File: src/rtl/region_guard_pkg.sv
package region_guard_pkg;

    localparam int CTRL_W   = 9;
    localparam int MIN_GRAN = 32;
    localparam int GRAN_LSB = $clog2(MIN_GRAN);

    typedef enum logic [1:0] {
        ACC_RD    = 2'd0,
        ACC_WR    = 2'd1,
        ACC_FETCH = 2'd2,
        ACC_RSVD  = 2'd3
    } acc_kind_e;

    typedef struct packed {
        logic [1:0] mtype;
        logic       ux;
        logic       uw;
        logic       ur;
        logic       px;
        logic       pw;
        logic       pr;
        logic       en;
    } rg_ctrl_t;

    typedef enum logic {
        FLT_EMPTY = 1'b0,
        FLT_HELD  = 1'b1
    } flt_state_e;

endpackage

File: src/rtl/rg_region.sv
module rg_region
    import region_guard_pkg::*;
#(
    parameter int AW        = 32,
    parameter int SIZE_MODE = 0
) (
    input  logic          clk,
    input  logic          rst_n,
    input  logic          wr_en,
    input  logic [1:0]    wr_sel,
    input  logic [AW-1:0] wr_data,
    input  logic [AW-1:0] addr,
    output logic          hit,
    output logic          bad,
    output rg_ctrl_t      ctrl_o,
    output logic [AW-1:0] base_o,
    output logic [AW-1:0] size_o
);

    logic [AW-1:0] base_q;
    logic [AW-1:0] size_q;
    rg_ctrl_t      ctrl_q;
    logic          legal;
    logic [AW-1:0] offset;

    always_ff @(posedge clk) begin
        if (!rst_n) begin
            base_q <= '0;
            size_q <= '0;
            ctrl_q <= '0;
        end else if (wr_en) begin
            unique case (wr_sel)
                2'd0:    base_q <= wr_data;
                2'd1:    size_q <= wr_data;
                2'd2:    ctrl_q <= rg_ctrl_t'(wr_data[CTRL_W-1:0]);
                default: ;
            endcase
        end
    end

    generate
        if (SIZE_MODE == 0) begin : g_pow2
            logic [AW-1:0] mask;
            assign mask  = size_q - 1'b1;
            assign legal = (size_q >= AW'(MIN_GRAN))
                         && ((size_q & mask) == '0)
                         && ((base_q & mask) == '0);
        end else begin : g_gran
            assign legal = (size_q != '0)
                         && (size_q[GRAN_LSB-1:0] == '0)
                         && (base_q[GRAN_LSB-1:0] == '0);
        end
    endgenerate

    assign offset = addr - base_q;
    assign hit    = ctrl_q.en && legal && (addr >= base_q) && (offset < size_q);
    assign bad    = ctrl_q.en && !legal;
    assign ctrl_o = ctrl_q;
    assign base_o = base_q;
    assign size_o = size_q;

endmodule

File: src/rtl/rg_resolve.sv
module rg_resolve
    import region_guard_pkg::*;
#(
    parameter int NREG = 8
) (
    input  logic [NREG-1:0] hit,
    input  rg_ctrl_t        ctrl [NREG],
    input  logic [1:0]      kind,
    input  logic            priv,
    input  logic            bg_allow,
    output logic            hit_any,
    output logic            allow
);

    rg_ctrl_t win;
    logic     r_ok;
    logic     w_ok;
    logic     x_ok;

    always_comb begin
        win = '0;
        for (int i = 0; i < NREG; i++) begin
            if (hit[i]) win = ctrl[i];
        end
    end

    assign hit_any = |hit;
    assign r_ok    = priv ? win.pr : win.ur;
    assign w_ok    = priv ? win.pw : win.uw;
    assign x_ok    = priv ? win.px : win.ux;

    always_comb begin
        if (acc_kind_e'(kind) == ACC_RSVD) begin
            allow = 1'b0;
        end else if (!hit_any) begin
            allow = priv && bg_allow;
        end else begin
            unique case (acc_kind_e'(kind))
                ACC_RD:    allow = r_ok;
                ACC_WR:    allow = w_ok;
                ACC_FETCH: allow = x_ok;
                default:   allow = 1'b0;
            endcase
        end
    end

endmodule

File: src/rtl/rg_fault_fsm.sv
module rg_fault_fsm
    import region_guard_pkg::*;
#(
    parameter int AW = 32
) (
    input  logic          clk,
    input  logic          rst_n,
    input  logic          fault_in,
    input  logic [AW-1:0] addr_in,
    input  logic          clr,
    output logic          valid_o,
    output logic [AW-1:0] addr_o
);

    flt_state_e    state_q;
    flt_state_e    state_d;
    logic          load;
    logic [AW-1:0] addr_q;

    always_ff @(posedge clk) begin
        if (!rst_n) state_q <= FLT_EMPTY;
        else        state_q <= state_d;
    end

    always_comb begin
        state_d = state_q;
        load    = 1'b0;
        unique case (state_q)
            FLT_EMPTY: begin
                if (fault_in) begin
                    state_d = FLT_HELD;
                    load    = 1'b1;
                end
            end
            FLT_HELD: begin
                if (clr && fault_in) begin
                    load = 1'b1;
                end else if (clr) begin
                    state_d = FLT_EMPTY;
                end
            end
            default: state_d = FLT_EMPTY;
        endcase
    end

    always_ff @(posedge clk) begin
        if (!rst_n)    addr_q <= '0;
        else if (load) addr_q <= addr_in;
    end

    assign valid_o = (state_q == FLT_HELD);
    assign addr_o  = addr_q;

endmodule

File: src/rtl/region_guard.sv
module region_guard
    import region_guard_pkg::*;
#(
    parameter int NREG      = 8,
    parameter int AW        = 32,
    parameter int SIZE_MODE = 0,
    localparam int IDXW     = $clog2(NREG)
) (
    input  logic            clk,
    input  logic            rst_n,
    input  logic            cfg_we,
    input  logic [IDXW-1:0] cfg_idx,
    input  logic [1:0]      cfg_sel,
    input  logic [AW-1:0]   cfg_wdata,
    input  logic [IDXW-1:0] rd_idx,
    input  logic [1:0]      rd_sel,
    output logic [AW-1:0]   rd_data,
    input  logic            bg_allow,
    input  logic            acc_valid,
    input  logic [AW-1:0]   acc_addr,
    input  logic [1:0]      acc_type,
    input  logic            acc_priv,
    output logic            acc_fault,
    input  logic            flt_clr,
    output logic            flt_valid,
    output logic [AW-1:0]   flt_addr,
    output logic            cfg_err
);

    logic [NREG-1:0] hit;
    logic [NREG-1:0] bad;
    rg_ctrl_t        reg_ctrl [NREG];
    logic [AW-1:0]   reg_base [NREG];
    logic [AW-1:0]   reg_size [NREG];
    logic            hit_any;
    logic            allow;

    generate
        for (genvar i = 0; i < NREG; i++) begin : g_reg
            rg_region #(
                .AW        (AW),
                .SIZE_MODE (SIZE_MODE)
            ) u_region (
                .clk     (clk),
                .rst_n   (rst_n),
                .wr_en   (cfg_we && (cfg_idx == IDXW'(i))),
                .wr_sel  (cfg_sel),
                .wr_data (cfg_wdata),
                .addr    (acc_addr),
                .hit     (hit[i]),
                .bad     (bad[i]),
                .ctrl_o  (reg_ctrl[i]),
                .base_o  (reg_base[i]),
                .size_o  (reg_size[i])
            );
        end
    endgenerate

    rg_resolve #(
        .NREG (NREG)
    ) u_resolve (
        .hit      (hit),
        .ctrl     (reg_ctrl),
        .kind     (acc_type),
        .priv     (acc_priv),
        .bg_allow (bg_allow),
        .hit_any  (hit_any),
        .allow    (allow)
    );

    assign acc_fault = acc_valid && !allow;
    assign cfg_err   = |bad;

    rg_fault_fsm #(
        .AW (AW)
    ) u_fault (
        .clk      (clk),
        .rst_n    (rst_n),
        .fault_in (acc_fault),
        .addr_in  (acc_addr),
        .clr      (flt_clr),
        .valid_o  (flt_valid),
        .addr_o   (flt_addr)
    );

    always_comb begin
        unique case (rd_sel)
            2'd0:    rd_data = reg_base[rd_idx];
            2'd1:    rd_data = reg_size[rd_idx];
            2'd2:    rd_data = {{(AW-CTRL_W){1'b0}}, reg_ctrl[rd_idx]};
            default: rd_data = '0;
        endcase
    end

endmodule

File: config.mk
export PLATFORM = sky130hd
export DESIGN_NAME = region_guard
export DESIGN_NICKNAME = d
export VERILOG_FILES = /design/src/rtl/region_guard_pkg.sv /design/src/rtl/rg_region.sv /design/src/rtl/rg_resolve.sv /design/src/rtl/rg_fault_fsm.sv /design/src/rtl/region_guard.sv
export SDC_FILE = /design/constraint.sdc
export NUM_CORES = 2
export LEC_CHECK = 0
export BUFFER_PORTS_ARGS = -buffer_cell sky130_fd_sc_hd__buf_2
export CORE_ASPECT_RATIO = 2
export CORE_MARGIN = 5
export CORE_UTILIZATION = 30
export CTS_BUF_LIST = sky130_fd_sc_hd__clkbuf_2
export CTS_CLUSTER_DIAMETER = 150
export CTS_CLUSTER_SIZE = 14
export DETAILED_ROUTE_END_ITERATION = 8
export PLACE_DENSITY = 0.56
export SKIP_CTS_REPAIR_TIMING = 1
export SLEW_MARGIN = 20
export SYNTH_ARGS = -nofsm -noshare
export SYNTH_HDL_FRONTEND = slang
export SYNTH_HIERARCHICAL = 1
export SYNTH_SLANG_ARGS = --single-unit
File: constraint.sdc
create_clock -name clk -period 11 [get_ports clk]
set_clock_uncertainty 0.2 [all_clocks]
set_input_delay 2.2 -clock clk [delete_from_list [all_inputs] [get_ports clk]]
set_output_delay 2.2 -clock clk [all_outputs]
set_load 0.01 [all_outputs]
; Yosys cells after proc, flatten, opt, wreduce, memory -nomap -nowiden
; Index checks and enable logic that the tools add are counted.
[op_classes]
n_reduce_logical = 114
n_eq_ne = 14
order_cmp = 25
n_mux = 30
add_sub_neg = 16
bitwise_logic = 18
[ops]
columns = cell, n
row1 = 32-bit bitwise AND, 16
row2 = 32-bit zero test, 16
row3 = 32-bit greater-or-equal comparator, 8
row4 = "32-bit by 6-bit greater-or-equal comparator with 1-bit output, second input constant", 8
row5 = 32-bit < comparator, 8
row6 = "32-bit by 1-bit subtractor with 32-bit output, second input constant", 8
row7 = 32-bit subtractor, 8
row8 = 32-bit binary-select mux with 3-bit select, 2
row9 = 32-bit two-way mux, 4
row10 = 32-bit one-hot mux with 3 select lines, 1
row11 = 1-bit logical AND, 59
row12 = 7-bit two-way mux, 8
row13 = 2-bit AND reduction, 24
row14 = 9-bit binary-select mux with 3-bit select, 1
row15 = 9-bit two-way mux, 2
row16 = 8-bit OR reduction, 2
row17 = "3-bit == test, second input constant", 4
row18 = 1-bit zero test, 9
row19 = 1-bit two-way mux, 9
row20 = "2-bit == test, second input constant", 4
row21 = "2-bit by 1-bit == test with 1-bit output, second input constant", 3
row22 = "3-bit by 2-bit == test with 1-bit output, second input constant", 2
row23 = 2-bit zero test, 3
row24 = "4-bit greater-or-equal comparator, second input constant", 1
row25 = 6 further kinds, 7
[totals]
ff_bits = 617
out_inout_bits = 67

; Logic depth before layout (Yosys ltp)
[depth]
word_depth = 25
ltp_mapped = 33
ltp_nobuf = 29

; By module
; Netlist, hierarchy kept.
[modules_own_cells]
columns = mod, area_each_um2, instances, cells_per_inst
row1 = rg_region at g_reg[2].u_region ..., 6080.8, 4, 776
row2 = rg_region at g_reg[6].u_region, 6292.3, 1, 814
row3 = rg_region at g_reg[1].u_region, 6284.8, 1, 823
row4 = rg_region at g_reg[7].u_region, 6244.7, 1, 818
row5 = rg_region at g_reg[0].u_region, 6047.0, 1, 785
row6 = region_guard, 4966.0, 1, 423
row7 = rg_fault_fsm, 1356.3, 1, 143
row8 = rg_resolve, 573.0, 1, 89

; Least setup slack after synthesis
; No wires, ideal clock.
[synth_timing]
path_type = input to output
from = input port acc_addr[8]
to = output port acc_fault
t_required_ps = 8600
path_buffers = 0
t_arrival_ps = 7135
slack_ps = 1465
path_stages = 25
cell_sequence = ha_1 -> a211oi_1 -> nor2_1 -> or3_1 -> o221ai_2 -> a21oi_4 -> a31oi_4 -> inv_1 -> a21oi_1 -> xnor2_1 -> ha_1 -> a21o_1 -> a21o_1 -> a21oi_1 -> o21ai_0 -> a221oi_1 -> o21ai_0 -> a221oi_1 -> or3_1 -> a21oi_1 -> a2111oi_0 -> a211oi_1 -> nor4_1 -> a2111oi_2 -> nor2b_1
[synth_between]
word_cells_on_any_way = 57
cone_classes = add/sub: 8 / order compare: 16 / mux: 14 / reduce/logical: 19
[synth_lines]
columns = item, line
row1 = "start, declared", region_guard.sv:20  ; input logic [AW-1:0] acc_addr,
row2 = 32-bit subtractor / 32-bit greater-or-equal comparator (equally long branches), "rg_region.sv:55, rg_region.sv:56"
row3 = 32-bit < comparator / 1-bit logical AND (equally long branches), rg_region.sv:56  ; assign hit = ctrl_q.en && legal && (addr >= base_q) && (offset < size_q);
row4 = 1-bit logical AND *, rg_region.sv:56
row5 = named net hit[3], region_guard.sv:30  ; logic [NREG-1:0] hit;
row6 = 7-bit two-way mux (5 in a row), rg_resolve.sv:23  ; if (hit[i]) win = ctrl[i];
row7 = 1-bit two-way mux (on tied branches), "rg_resolve.sv:30, rg_resolve.sv:28, rg_resolve.sv:29"
row8 = 1-bit one-hot mux with 3 select lines, rg_resolve.sv:38  ; unique case (acc_kind_e'(kind))
row9 = 1-bit two-way mux *, rg_resolve.sv:35  ; end else if (!hit_any) begin
row10 = 1-bit two-way mux *, rg_resolve.sv:33  ; if (acc_kind_e'(kind) == ACC_RSVD) begin
row11 = named net allow, region_guard.sv:36  ; logic allow;
row12 = 1-bit zero test *, region_guard.sv:71  ; assign acc_fault = acc_valid && !allow;
row13 = 1-bit logical AND *, region_guard.sv:71
row14 = "end, declared", region_guard.sv:23  ; output logic acc_fault,
; The timed path passes the listed nets; every way through them passes the cells marked *.

; Worst setup path after layout
[layout_timing]
from = register g_reg[0].u_region.size_q[11]
to = output port acc_fault
[layout_between]
elab_chain_cells = 22
word_cells_on_any_way = 29
cone_classes = add/sub: 1 / order compare: 2 / mux: 14 / bitwise: 2 / reduce/logical: 10
[layout_rtl]
columns = item, line
row1 = "start, declared", rg_region.sv:21  ; logic [AW-1:0] size_q;
row2 = "start signal, assigned", rg_region.sv:34  ; 2'd1: size_q <= wr_data;
row3 = 32-bit by 1-bit subtractor with 32-bit output, rg_region.sv:44  ; assign mask = size_q - 1'b1;
row4 = 32-bit bitwise AND, rg_region.sv:46  ; && ((size_q & mask) == '0)
row5 = 32-bit zero test, rg_region.sv:46
row6 = 1-bit logical AND, rg_region.sv:46
row7 = 1-bit logical AND, rg_region.sv:47  ; && ((base_q & mask) == '0);
row8 = 1-bit logical AND (2 in a row), rg_region.sv:56
row9 = 1-bit logical AND *, rg_region.sv:56
row10 = named net hit[0], region_guard.sv:30
row11 = 7-bit two-way mux (8 in a row), rg_resolve.sv:23
row12 = 1-bit two-way mux (on tied branches), "rg_resolve.sv:30, rg_resolve.sv:28, rg_resolve.sv:29"
row13 = 1-bit one-hot mux with 3 select lines, rg_resolve.sv:38
row14 = 1-bit two-way mux *, rg_resolve.sv:35
row15 = 1-bit two-way mux *, rg_resolve.sv:33
row16 = named net allow, region_guard.sv:36
row17 = 1-bit zero test *, region_guard.sv:71
row18 = 1-bit logical AND *, region_guard.sv:71
; Marks and branches as above.

==> results.txt <==
The post-synthesis cell count came out at 6999. The horizontal extent of the die came out at 316 um. The via-per-instance ratio came out at 5.88. The maximum clock frequency is 92.2 MHz.

The Yosys step of the flow raised 6 warnings. The critical path buffer and inverter count is 3. The critical path depth in cells is 23. The via count of the first global-routing pass is 56600. The final cell count without fillers is 9706. The number of placed instances, taps included, is 9603. The port buffer count came out at 149. The flow ran to the end, and the final reports show no timing, DRC or antenna violations.

The most common cell after layout, fill and taps aside is sky130_fd_sc_hd__nand2_1. The synthesized design devotes to its leading area cell type 22.0% of total area. The effective utilization at floorplan came out at 30.1%. The post-synthesis adder-cell area fraction came out at 17.4%.

The number of iterations in the first detailed-routing pass is 6. The first-pass GRT wire length is 466000 um. The initial antenna violation count came out at 41. The required time at the worst-slack endpoint came out at 8.60 ns. The filler cell count came out at 19900. In the final routed layout, each cell accounts on average for 36.1 um.

The count of cell types in the netlist is 121. The count of nets after finishing is 8036. Row generation in the floorplan step produced 224 rows. The max-slew violation count is 0. The count of nets left with antenna violations once routing finished came out at 0. The total number of vias is 57100. The share of flip-flops with an asynchronous set or reset after synthesis came out at 0%. The count of unresolved DRC violations after routing came out at 0. The shortest clock period the worst path allows after layout came out at 10.85 ns. The clock insertion delay at the later pin of the skew report is 1.59 ns. The maximum fanout along the worst path came out at 6. The power density of the placed cells is 80.4 mW/mm^2. The detailed router finished its first iteration with 5297 violations. The overall power of the completed layout came out at 0.00497 W. For this run, the leading register cell type out of synthesis is sky130_fd_sc_hd__dfxtp_1. The leakage power of the design is 25.5 nW. The share of post-route cells with drive strength above 1 is 11.0%. In this run the mean area of a mapped cell was 8.01 um^2.

The delay of the slowest critical-path stage is 0.76 ns. Synthesis produced a netlist with a net count of 7858. The top-level port count is 150. The number of hold-slack violations in the final timing report was 0.

The maximum number of pins on one net before global-route repair is 248. The total wire length came out at 351000 um. The total CTS buffers came out at 50. The number of maximum-capacitance violations came out at 0.

The multiplexer share of the synthesized area came out at 8.26%. For this run, the total global-route usage over all layers was measured as 34.3%. The number of synthesized register bits is 617. The core footprint came out at 0.186 mm^2. The worst reg-to-reg path cell count came out at 27.

The data arrival time of the critical path came out at 8.45 ns. The utilization after layout is 33.2%. The synthesized netlist devotes 20.7% of its cell area to simple gates. The classification of the worst setup path is register to output port. The TritonCTS clock tree is built. The post-synthesis instance area is 0.0561 mm^2. Leaving out fill and tap cells, the most frequent cells in the layout are sky130_fd_sc_hd__nand2_1 (1313), sky130_fd_sc_hd__ha_1 (766), sky130_fd_sc_hd__dfxtp_1 (617), sky130_fd_sc_hd__inv_1 (609), sky130_fd_sc_hd__a21boi_0 (524).

The root buffer cell is sky130_fd_sc_hd__clkbuf_2. The final number of setup-violating endpoints came out at 0. Summing the sequential cell areas from Yosys gives 22.0% of the chip area. The path class of the lowest-slack min-delay path is register to register. STA classifies the critical path startpoint as a register.

The peak ir drop on the vdd network is 0.0875 mV. Summed over all failing endpoints, the final setup total negative slack is 0 ns. The worst slew margin relative to its limit is 17.7%. The routability congestion estimate came out at 1.05. The overflow left after global routing is 0. The share of the synthesized area in compound gates (AO/OA/AOI/OAI) is 21.4%. The worst setup path is captured at an output port.

The cell count of the worst hold path is 2. The parity-gate share of the synthesized area counting xor and xnor cells is 3.56%. The cell family contributing the most delay on the critical path is simple AND/OR/NAND/NOR gates.

The deepest level of the CTS H-tree is 2. Among all stages on the critical path, the largest delay is contributed by sky130_fd_sc_hd__nor4_1. The slew of the pin with the lowest slew margin is 1.23 ns. The die height is 621 um. The maximum number of buffers from clock root to sink came out at 3. The layout overhead on the synthesized area is 10.2%. The count of flip-flops with a built-in enable after synthesis came out at 0. Walking the worst path, the cells encountered are nor4_1 > and3_1 > nand3b_1 > nor2_1 > nand3_1 > ha_1 > o22ai_1 > nor4_1 > nand4_1 > or4_1 > a31oi_1 > o2111ai_1 > a311oi_2 > buf_12 > nor2b_2 > a221oi_1 > o32ai_1 > a21oi_1 > and3_1 > a2111oi_4 > buf_12 > nor2b_2 > buf_2.

The leading area contributor after synthesis is sky130_fd_sc_hd__dfxtp_1. The fraction of the cycle the final worst path needs came out at 98.6%. The CTS clock-pin slew for the worst setup and hold paths is 0.30 ns. The number of clock sinks is 617. The floorplan die area is 0.196 mm^2. Sorting the synthesized cells by area gives the leading types as sky130_fd_sc_hd__dfxtp_1 (22%), sky130_fd_sc_hd__ha_1 (17%), sky130_fd_sc_hd__nand2_1 (8.8%).

After legalization and detailed placement, the total HPWL measured 283000 um. The combinational family with the most area after synthesis is compound AO/OA/AOI/OAI gates.
[worst paths after layout]
kind | startpoint | end | slack, ns
max | g_reg[0].u_region/size_o[11] | acc_fault | 0.15
min | u_fault/addr_o[1] | u_fault/addr_o[1] | 0.27
max reg2reg | g_reg[1].u_region/size_o[7] | u_fault/addr_o[22] | 2.85
min reg2reg | u_fault/addr_o[1] | u_fault/addr_o[1] | 0.27
[report_power, final]
part           internal [W]  leakage, nW  switching (W)
registers           0.00227         4.98      0.0000432
clock network      0.000130        0.235       0.000852
logic              0.000640         20.3        0.00103
total               0.00304         25.5        0.00193
[sequential cells by signal, indices dropped and copies added, names as in the netlist]
register	count
u_fault/valid_o	1
g.u_region/size_o	256
u_fault/addr_o	32
g.u_region/base_o	256
g.u_region/ctrl_o	72
[cell usage after synthesis, types with 26 or more instances]
cell / number
sky130_fd_sc_hd__mux2i_1: 191
sky130_fd_sc_hd__buf_2: 29
sky130_fd_sc_hd__a21oi_1: 300
sky130_fd_sc_hd__nor3_1: 88
sky130_fd_sc_hd__o21bai_1: 38
sky130_fd_sc_hd__o21ai_1: 26
sky130_fd_sc_hd__nor2b_1: 161
sky130_fd_sc_hd__xor2_1: 88
sky130_fd_sc_hd__o22ai_1: 119
sky130_fd_sc_hd__nor4_1: 116
sky130_fd_sc_hd__a21o_1: 202
sky130_fd_sc_hd__ha_1: 768
sky130_fd_sc_hd__a21boi_0: 525
sky130_fd_sc_hd__nand2b_1: 56
sky130_fd_sc_hd__o21ai_0: 123
sky130_fd_sc_hd__inv_1: 609
sky130_fd_sc_hd__mux4_2: 109
sky130_fd_sc_hd__a211oi_1: 44
sky130_fd_sc_hd__a31oi_1: 37
sky130_fd_sc_hd__or3_1: 28
sky130_fd_sc_hd__and3_1: 29
sky130_fd_sc_hd__clkbuf_1: 240
sky130_fd_sc_hd__nor2_1: 222
sky130_fd_sc_hd__nand3_1: 147
sky130_fd_sc_hd__xnor2_1: 140
sky130_fd_sc_hd__nand2_1: 1313
sky130_fd_sc_hd__dfxtp_1: 617
sky130_fd_sc_hd__nand4_1: 145
[worst register-to-register path, delay by kind of cell, from the launching register on]
family,cells,cell delay [ns]
buf+inv,7,1.36
mux,1,0.22
fa+ha+maj,1,0.20
flops,1,0.52
compound gates,6,1.55
simple gates,12,3.99
[stage by stage]
step | worst slack [ns] | hold slack, ns | instance area [um^2]
2_1_floorplan | 1.46 | 0.252 | 56100
3_3_place_gp | -0.0856 | 0.239 | 61100
3_5_place_dp | -0.126 | 0.245 | 61100
4_1_cts | -0.157 | 0.274 | 61400
5_1_grt | -0.0592 | 0.293 | 61700
6_report | 0.149 | 0.275 | 61800
[metal layers]
metal / routed length, um / vias up / track usage (%)
li1: - / 25200 / -
met5: 95 / - / 0
met3: 19400 / 1361 / 5.23
met2: 169000 / 2957 / 59.6
met1: 107000 / 27600 / 31.2
met4: 55400 / 16 / 40.5
[logic make-up (layout without fill, tap and decap cells)]
group	count (synthesis)	count (layout)
xor+xnor	228	228
simple gates	2465	2465
compound gates	1681	1681
fa+ha+maj	776	776
flops	617	617
mux	320	320
buf+inv	912	1094
other cells	0	39
[area by class of cell]
cell class	count	area [um^2]	area share, %
Antenna cell	39	97.6	0.158
Clock buffer	50	250	0.405
Timing Repair Buffer	427	3320	5.38
Clock inverter	6	42.5	0.0688
Inverter	611	2290	3.71
Sequential cell	617	12400	20.0
Tap cell	2486	3110	5.03
Multi-Input combinational cell	5470	40300	65.3
Note: power is estimated with default switching activity, not from simulation.
